==> src/rtl/flash_seq_pkg.sv <==
package flash_seq_pkg;

    typedef enum logic [1:0] {
        OP_PROG  = 2'b00,
        OP_ENTER = 2'b01,
        OP_EXIT  = 2'b10,
        OP_RSVD  = 2'b11
    } cmd_op_e;

    typedef enum logic [1:0] {
        SQ_STD,
        SQ_BYP,
        SQ_ENTER,
        SQ_EXIT
    } seq_kind_e;

    typedef enum logic [1:0] {
        S_IDLE,
        S_SETUP,
        S_PULSE,
        S_HOLD
    } bus_state_e;

    localparam logic [11:0] UNLOCK_A = 12'h555;
    localparam logic [11:0] UNLOCK_B = 12'h2AA;
    localparam logic [7:0]  KEY_1    = 8'hAA;
    localparam logic [7:0]  KEY_2    = 8'h55;
    localparam logic [7:0]  KEY_PROG = 8'hA0;
    localparam logic [7:0]  KEY_BYP  = 8'h20;
    localparam logic [7:0]  KEY_EX1  = 8'h90;
    localparam logic [7:0]  KEY_EX2  = 8'h00;

endpackage

==> src/rtl/flash_step_rom.sv <==
module flash_step_rom
    import flash_seq_pkg::*;
#(
    parameter int AW = 22,
    parameter int DW = 16
) (
    input  seq_kind_e         kind,
    input  logic [1:0]        step,
    input  logic [AW-1:0]     tgt_addr,
    input  logic [DW-1:0]     tgt_data,
    output logic [AW-1:0]     wr_addr,
    output logic [DW-1:0]     wr_data,
    output logic              last
);

    function automatic logic [AW-1:0] xa(input logic [11:0] a);
        return AW'(a);
    endfunction

    function automatic logic [DW-1:0] xd(input logic [7:0] d);
        return DW'(d);
    endfunction

    always_comb begin
        wr_addr = '0;
        wr_data = '0;
        last    = 1'b0;
        unique case (kind)
            SQ_STD: begin
                unique case (step)
                    2'd0: begin wr_addr = xa(UNLOCK_A); wr_data = xd(KEY_1); end
                    2'd1: begin wr_addr = xa(UNLOCK_B); wr_data = xd(KEY_2); end
                    2'd2: begin wr_addr = xa(UNLOCK_A); wr_data = xd(KEY_PROG); end
                    default: begin wr_addr = tgt_addr; wr_data = tgt_data; last = 1'b1; end
                endcase
            end
            SQ_BYP: begin
                if (step == 2'd0) begin
                    wr_data = xd(KEY_PROG);
                end else begin
                    wr_addr = tgt_addr;
                    wr_data = tgt_data;
                    last    = 1'b1;
                end
            end
            SQ_ENTER: begin
                unique case (step)
                    2'd0:    begin wr_addr = xa(UNLOCK_A); wr_data = xd(KEY_1); end
                    2'd1:    begin wr_addr = xa(UNLOCK_B); wr_data = xd(KEY_2); end
                    default: begin wr_addr = xa(UNLOCK_A); wr_data = xd(KEY_BYP); last = 1'b1; end
                endcase
            end
            SQ_EXIT: begin
                if (step == 2'd0) begin
                    wr_data = xd(KEY_EX1);
                end else begin
                    wr_data = xd(KEY_EX2);
                    last    = 1'b1;
                end
            end
            default: ;
        endcase
    end

endmodule

==> src/rtl/flash_pulse_timer.sv <==
module flash_pulse_timer #(
    parameter int PULSE_W = 3
) (
    input  logic clk,
    input  logic rst_n,
    input  logic load,
    output logic expired
);
    localparam int CW = $clog2(PULSE_W) + 1;
    localparam logic [CW-1:0] RELOAD = CW'(PULSE_W - 1);

    logic [CW-1:0] cnt_q;

    always_ff @(posedge clk or negedge rst_n) begin
        if (!rst_n)            cnt_q <= '0;
        else if (load)         cnt_q <= RELOAD;
        else if (cnt_q != '0)  cnt_q <= cnt_q - 1'b1;
    end

    assign expired = (cnt_q == '0);

endmodule

==> src/rtl/flash_prog_seq.sv <==
module flash_prog_seq
    import flash_seq_pkg::*;
#(
    parameter int AW      = 22,
    parameter int DW      = 16,
    parameter int PULSE_W = 3
) (
    input  logic          clk,
    input  logic          rst_n,
    input  logic          cmd_valid,
    input  logic [1:0]    cmd_op,
    input  logic [AW-1:0] cmd_addr,
    input  logic [DW-1:0] cmd_data,
    input  logic          accel_req,
    output logic          busy,
    output logic          done,
    output logic          bypass_active,
    output logic          flash_ce_n,
    output logic          flash_we_n,
    output logic          flash_oe_n,
    output logic [AW-1:0] flash_addr,
    output logic [DW-1:0] flash_dq
);

    bus_state_e    state_q, state_d;
    seq_kind_e     kind_q;
    logic [1:0]    step_q;
    logic [AW-1:0] addr_q;
    logic [DW-1:0] data_q;
    logic          done_q, bypass_q;
    logic          accept, pulse_end, step_last;
    logic [AW-1:0] step_addr;
    logic [DW-1:0] step_data;
    seq_kind_e     new_kind;

    assign bypass_active = bypass_q | accel_req;
    assign accept = cmd_valid && (state_q == S_IDLE) && (cmd_op != OP_RSVD);

    always_comb begin
        unique case (cmd_op)
            OP_ENTER: new_kind = SQ_ENTER;
            OP_EXIT:  new_kind = SQ_EXIT;
            default:  new_kind = bypass_active ? SQ_BYP : SQ_STD;
        endcase
    end

    flash_step_rom #(.AW(AW), .DW(DW)) u_rom (
        .kind     (kind_q),
        .step     (step_q),
        .tgt_addr (addr_q),
        .tgt_data (data_q),
        .wr_addr  (step_addr),
        .wr_data  (step_data),
        .last     (step_last)
    );

    flash_pulse_timer #(.PULSE_W(PULSE_W)) u_timer (
        .clk     (clk),
        .rst_n   (rst_n),
        .load    (state_q == S_SETUP),
        .expired (pulse_end)
    );

    // next-state logic
    always_comb begin
        state_d = state_q;
        unique case (state_q)
            S_IDLE:  if (accept)    state_d = S_SETUP;
            S_SETUP:                state_d = S_PULSE;
            S_PULSE: if (pulse_end) state_d = S_HOLD;
            S_HOLD:  state_d = step_last ? S_IDLE : S_SETUP;
            default:                state_d = S_IDLE;
        endcase
    end

    // state register and sequence bookkeeping
    always_ff @(posedge clk or negedge rst_n) begin
        if (!rst_n) begin
            state_q  <= S_IDLE;
            kind_q   <= SQ_STD;
            step_q   <= '0;
            addr_q   <= '0;
            data_q   <= '0;
            done_q   <= 1'b0;
            bypass_q <= 1'b0;
        end else begin
            state_q <= state_d;
            done_q  <= 1'b0;
            if (accept) begin
                kind_q <= new_kind;
                step_q <= '0;
                addr_q <= cmd_addr;
                data_q <= cmd_data;
            end
            if (state_q == S_HOLD) begin
                if (step_last) begin
                    done_q <= 1'b1;
                    if (kind_q == SQ_ENTER) bypass_q <= 1'b1;
                    if (kind_q == SQ_EXIT)  bypass_q <= 1'b0;
                end else begin
                    step_q <= step_q + 1'b1;
                end
            end
        end
    end

    // output decode
    always_comb begin
        flash_oe_n = 1'b1;
        flash_addr = step_addr;
        flash_dq   = step_data;
        unique case (state_q)
            S_IDLE:  begin flash_ce_n = 1'b1; flash_we_n = 1'b1; end
            S_SETUP: begin flash_ce_n = 1'b0; flash_we_n = 1'b1; end
            S_PULSE: begin flash_ce_n = 1'b0; flash_we_n = 1'b0; end
            S_HOLD:  begin flash_ce_n = 1'b0; flash_we_n = 1'b1; end
            default: begin flash_ce_n = 1'b1; flash_we_n = 1'b1; end
        endcase
    end

    assign busy = (state_q != S_IDLE);
    assign done = done_q;

    // write enable only goes low inside a chip-enable window
    a_r2_we_inside_ce: assert property (@(posedge clk) disable iff (!rst_n)
        !flash_we_n |-> !flash_ce_n);
    // a falling write enable is preceded by a setup clock with chip enable low
    a_r2_setup_before_pulse: assert property (@(posedge clk) disable iff (!rst_n)
        $fell(flash_we_n) |-> $past(!flash_ce_n && flash_we_n));
    // address and data are steady during the pulse
    a_r2_bus_stable: assert property (@(posedge clk) disable iff (!rst_n)
        (!flash_we_n && $past(!flash_we_n)) |-> ($stable(flash_addr) && $stable(flash_dq)));
    // done comes in the first idle clock after busy
    a_r8_done_after_busy: assert property (@(posedge clk) disable iff (!rst_n)
        done |-> (!busy && $past(busy)));
    // a request while busy does not disturb the latched target
    a_r8_hold_off: assert property (@(posedge clk) disable iff (!rst_n)
        (busy && cmd_valid) |=> ($stable(addr_q) && $stable(data_q)));
    // reserved op from idle starts nothing
    a_r9_reserved: assert property (@(posedge clk) disable iff (!rst_n)
        (!busy && cmd_valid && cmd_op == 2'b11) |=> !busy);

endmodule

==> config.mk <==
export PLATFORM = sky130hd
export DESIGN_NAME = flash_prog_seq
export DESIGN_NICKNAME = d
export VERILOG_FILES = /design/src/rtl/flash_seq_pkg.sv /design/src/rtl/flash_step_rom.sv /design/src/rtl/flash_pulse_timer.sv /design/src/rtl/flash_prog_seq.sv
export SDC_FILE = /design/constraint.sdc
export NUM_CORES = 1
export LEC_CHECK = 0
export BUFFER_PORTS_ARGS = -buffer_cell sky130_fd_sc_hd__buf_2
export CORE_UTILIZATION = 45
export CTS_CLUSTER_SIZE = 30
export DETAILED_ROUTE_END_ITERATION = 10
export PLACE_DENSITY = 0.82
export SYNTH_ARGS = -nofsm -noshare
export SYNTH_HDL_FRONTEND = slang
export SYNTH_HIERARCHICAL = 1
export SYNTH_SLANG_ARGS = --single-unit
==> constraint.sdc <==
create_clock -name clk -period 3.75 [get_ports clk]
set_clock_uncertainty 0.2 [all_clocks]
set_input_delay 1.125 -clock clk [delete_from_list [all_inputs] [get_ports clk]]
set_output_delay 1.125 -clock clk [all_outputs]
set_load 0.005 [all_outputs]
==> impl_metrics.json <==
{
  "post_cts_resize_count": 0,
  "antenna_found_initial": 0,
  "clock_transition_at_the_registers_of_the_reported_paths_ns": 0.09,
  "finalHoldViolations": 0,
  "crit_path_cell_trace": "o21ai_1, a21oi_2, a21o_1, buf_2",
  "share_of_synthesized_area_occupied_by_flip_flops_and_latches": 0.459,
  "fp.dieW_um": 79.0,
  "io_pins": 88,
  "detailedPlacementHpwl_mm": 3.53,
  "yosys_most_used_dff": "dfrtp_1",
  "async_flop_share": 1.00,
  "setup_crit_start_kind": "flop",
  "finalSetupViolations": 0,
  "postSynthRegisterBits": 49,
  "synth_fp_nets": 262,
  "rsz0062_at_grt": "no",
  "grt_max_degree": 45,
  "std_cell_rows": 27,
  "grt_pass1_wl_mm": 8.00,
  "min_from": "addr_q[20]$_DFFE_PN0P_",
  "remaining_overflow_grt": 0,
  "synth_enable_flop_cells": 0,
  "gr-usage-all-layers": 0.166,
  "layout_common_cells": "buf_2, dfrtp_1, mux2_4, and2_1, a21o_1",
  "setup.worst_path.class": "flop to output port",
  "layout_min_cycle_time_ns": 3.37,
  "hold_path_depth": 1,
  "max_cap_violations": 0,
  "worstHoldPathType": "flop to flop",
  "status": "finished clean",
  "dr_total_vias": 1800,
  "detailedRoute.firstPassIterationCount": 4,
  "timing.critical_path.slowest_cell_delay_ns": 0.67,
  "detail_route.vias_per_cell": 4.93,
  "power_uw": 2640,
  "ctsHoldBuffers": 0,
  "antennaDiodeCount": 0,
  "synthesis.area_per_instance_um2": 12.8,
  "totalNegativeSetupSlack_ns": 0,
  "cts_tree": "built",
  "clock_tree.buffer_depth": 2,
  "yosys.cell_types.count": 38,
  "worst_ep_arrival_time_ns": 2.04,
  "drt_wl_total_mm": 4.89,
  "path_max_fanout": 21,
  "instance_count_of_the_mapped_netlist": 209,
  "nets": 345,
  "leakagePower_uw": 0.00179,
  "post_cts.repair.setup_buffers": 0,
  "cts-buffers-inserted": 5,
  "route.detailed.wl_per_inst_um": 13.4,
  "timing.final.max_slew_violations": 0,
  "worstReg2RegEnd": "addr_q[10]$_DFFE_PN0P_",
  "finalWeightedCongestion": 0.736,
  "worst_slew_pin_slew_ns": 0.800,
  "worstPathRequired_ns": 2.42,
  "ir_drop_mv": 0.356,
  "area_delta_synth_final_pct": 19.2,
  "floorplan.initialDensity": 0.476,
  "f_max_mhz": 297,
  "count_of_buffers_from_port_buffering": 86,
  "drt_first_iter_violations": 85,
  "r2r.worst_path.cells": 4,
  "htree_levels": 2,
  "detail_route.drc_violations": 0,
  "cp-end-kind": "output port",
  "r2r_setup_slack_ns": 1.41,
  "slew_hr": 0.467,
  "netlist_area_pre_place_um2": 2670,
  "p_per_cell_area_nw_per_um2": 830,
  "mostFrequentLayoutCell": "buf_2",
  "ys.warnings.count": 6,
  "dieArea_um2": 6240,
  "post-route-period-util": 0.898,
  "detail-route-antenna-nets": 0,
  "coreArea_um2": 5610,
  "die_height_um": 79.0,
  "timing.hold.worst_endpoint": "addr_q[20]$_DFFE_PN0P_",
  "numClockSinks": 49,
  "first_global_vias": 1691,
  "timing.rr.start": "state_q[1]$_DFFE_PN0P_",
  "cpMaxStageDelayCell": "dfrtp_1",
  "post_route_cells_drive_above_1_share": 0.491,
  "worst_skew_pair.late_latency_ns": 0.30,
  "clk_root_buffer_cell": "clkbuf_8"
}
-- sequential cells by signal, summed over array words and instances (netlist names) --
signal and count:
data_q 16, step_q 2, kind_q 2, bypass_q 1
u_timer/cnt_q 3, state_q 2, done 1, addr_q 22
-- where the power goes --
part           total (µW)  internal, µW  switching (µW)
sequential           1020           793             226
combinational        1310           789             520
clock                 312           133             179
-- how the worst max path moves through the flow --
stage                                      from       endpoint  cells past startpoint
after floorplan                       accel_req  bypass_active                      1
after global placement      step_q[1]$_DFF_PN0_    flash_dq[1]                      4
after detailed placement  kind_q[0]$_DFFE_PN0P_    flash_dq[1]                      4
after CTS                 kind_q[0]$_DFFE_PN0P_    flash_dq[1]                      4
after global routing        step_q[1]$_DFF_PN0_    flash_dq[3]                      4
final                     kind_q[0]$_DFFE_PN0P_    flash_dq[1]                      4
-- layout make-up --
type,count,area [µm²]
Fill cell,496,2430
Tap cell,72,90.1
Multi-Input combinational cell,139,1300
Sequential cell,49,1230
Timing Repair Buffer,87,438
Clock inverter,3,21.3
Inverter,10,37.5
Clock buffer,5,68.8
-- cells in the mapped netlist (2+ instances only) --
cell | count | area [µm²]
dfrtp_1 | 49 | 1230
mux2_4 | 34 | 510
and2_1 | 20 | 125
a21o_1 | 17 | 128
inv_1 | 10 | 37.5
ha_1 | 9 | 113
buf_6 | 7 | 78.8
a21oi_1 | 6 | 30.0
mux2_2 | 6 | 67.6
nor2_1 | 5 | 18.8
o21ai_0 | 5 | 25.0
nand2_1 | 4 | 15.0
a21oi_2 | 3 | 26.3
buf_4 | 3 | 22.5
nand2b_1 | 3 | 18.8
nor2b_1 | 3 | 18.8
a2bb2oi_1 | 2 | 17.5
mux2i_1 | 2 | 20.0
nand3_1 | 2 | 10.0
-- cell families after synthesis --
group	after synthesis	share of synthesized area
XOR/XNOR	1	0.00328
flip-flops	49	0.459
other	1	0.00141
buffers and inverters	21	0.0539
AO/OA/AOI/OAI	40	0.104
adder cells (fa/ha/maj)	9	0.0422
AND/OR/NAND/NOR	46	0.112
multiplexers	42	0.224
-- metal layers --
layer,wire (µm),part of all wire,GRT usage
met1,2250,0.46,0.222
met4,70,0.014,0.0691
met5,0,0,0
met2,2220,0.45,0.260
met3,351,0.072,0.0368
-- stage by stage --
stage | cells | hold WS [ns] | utilization | worst slack [ns] | instance area [µm²]
detailed placement | 357 | 0.290 | 0.551 | 0.689 | 3090
global route | 365 | 0.324 | 0.567 | 0.208 | 3180
floorplan | 209 | 0.266 | - | 1.01 | 2670
global placement | 357 | 0.287 | 0.551 | 0.739 | 3090
CTS | 365 | 0.315 | 0.567 | 0.349 | 3180
finish | 365 | 0.309 | 0.567 | 0.383 | 3180
-- worst max-delay path: cells and delay by family, from the launching register on --
kind	cells	cell delay, ns
flops	1	0.67
buf+inv	1	0.11
compound gates	3	0.96
Note: power is estimated with default switching activity, not from simulation.
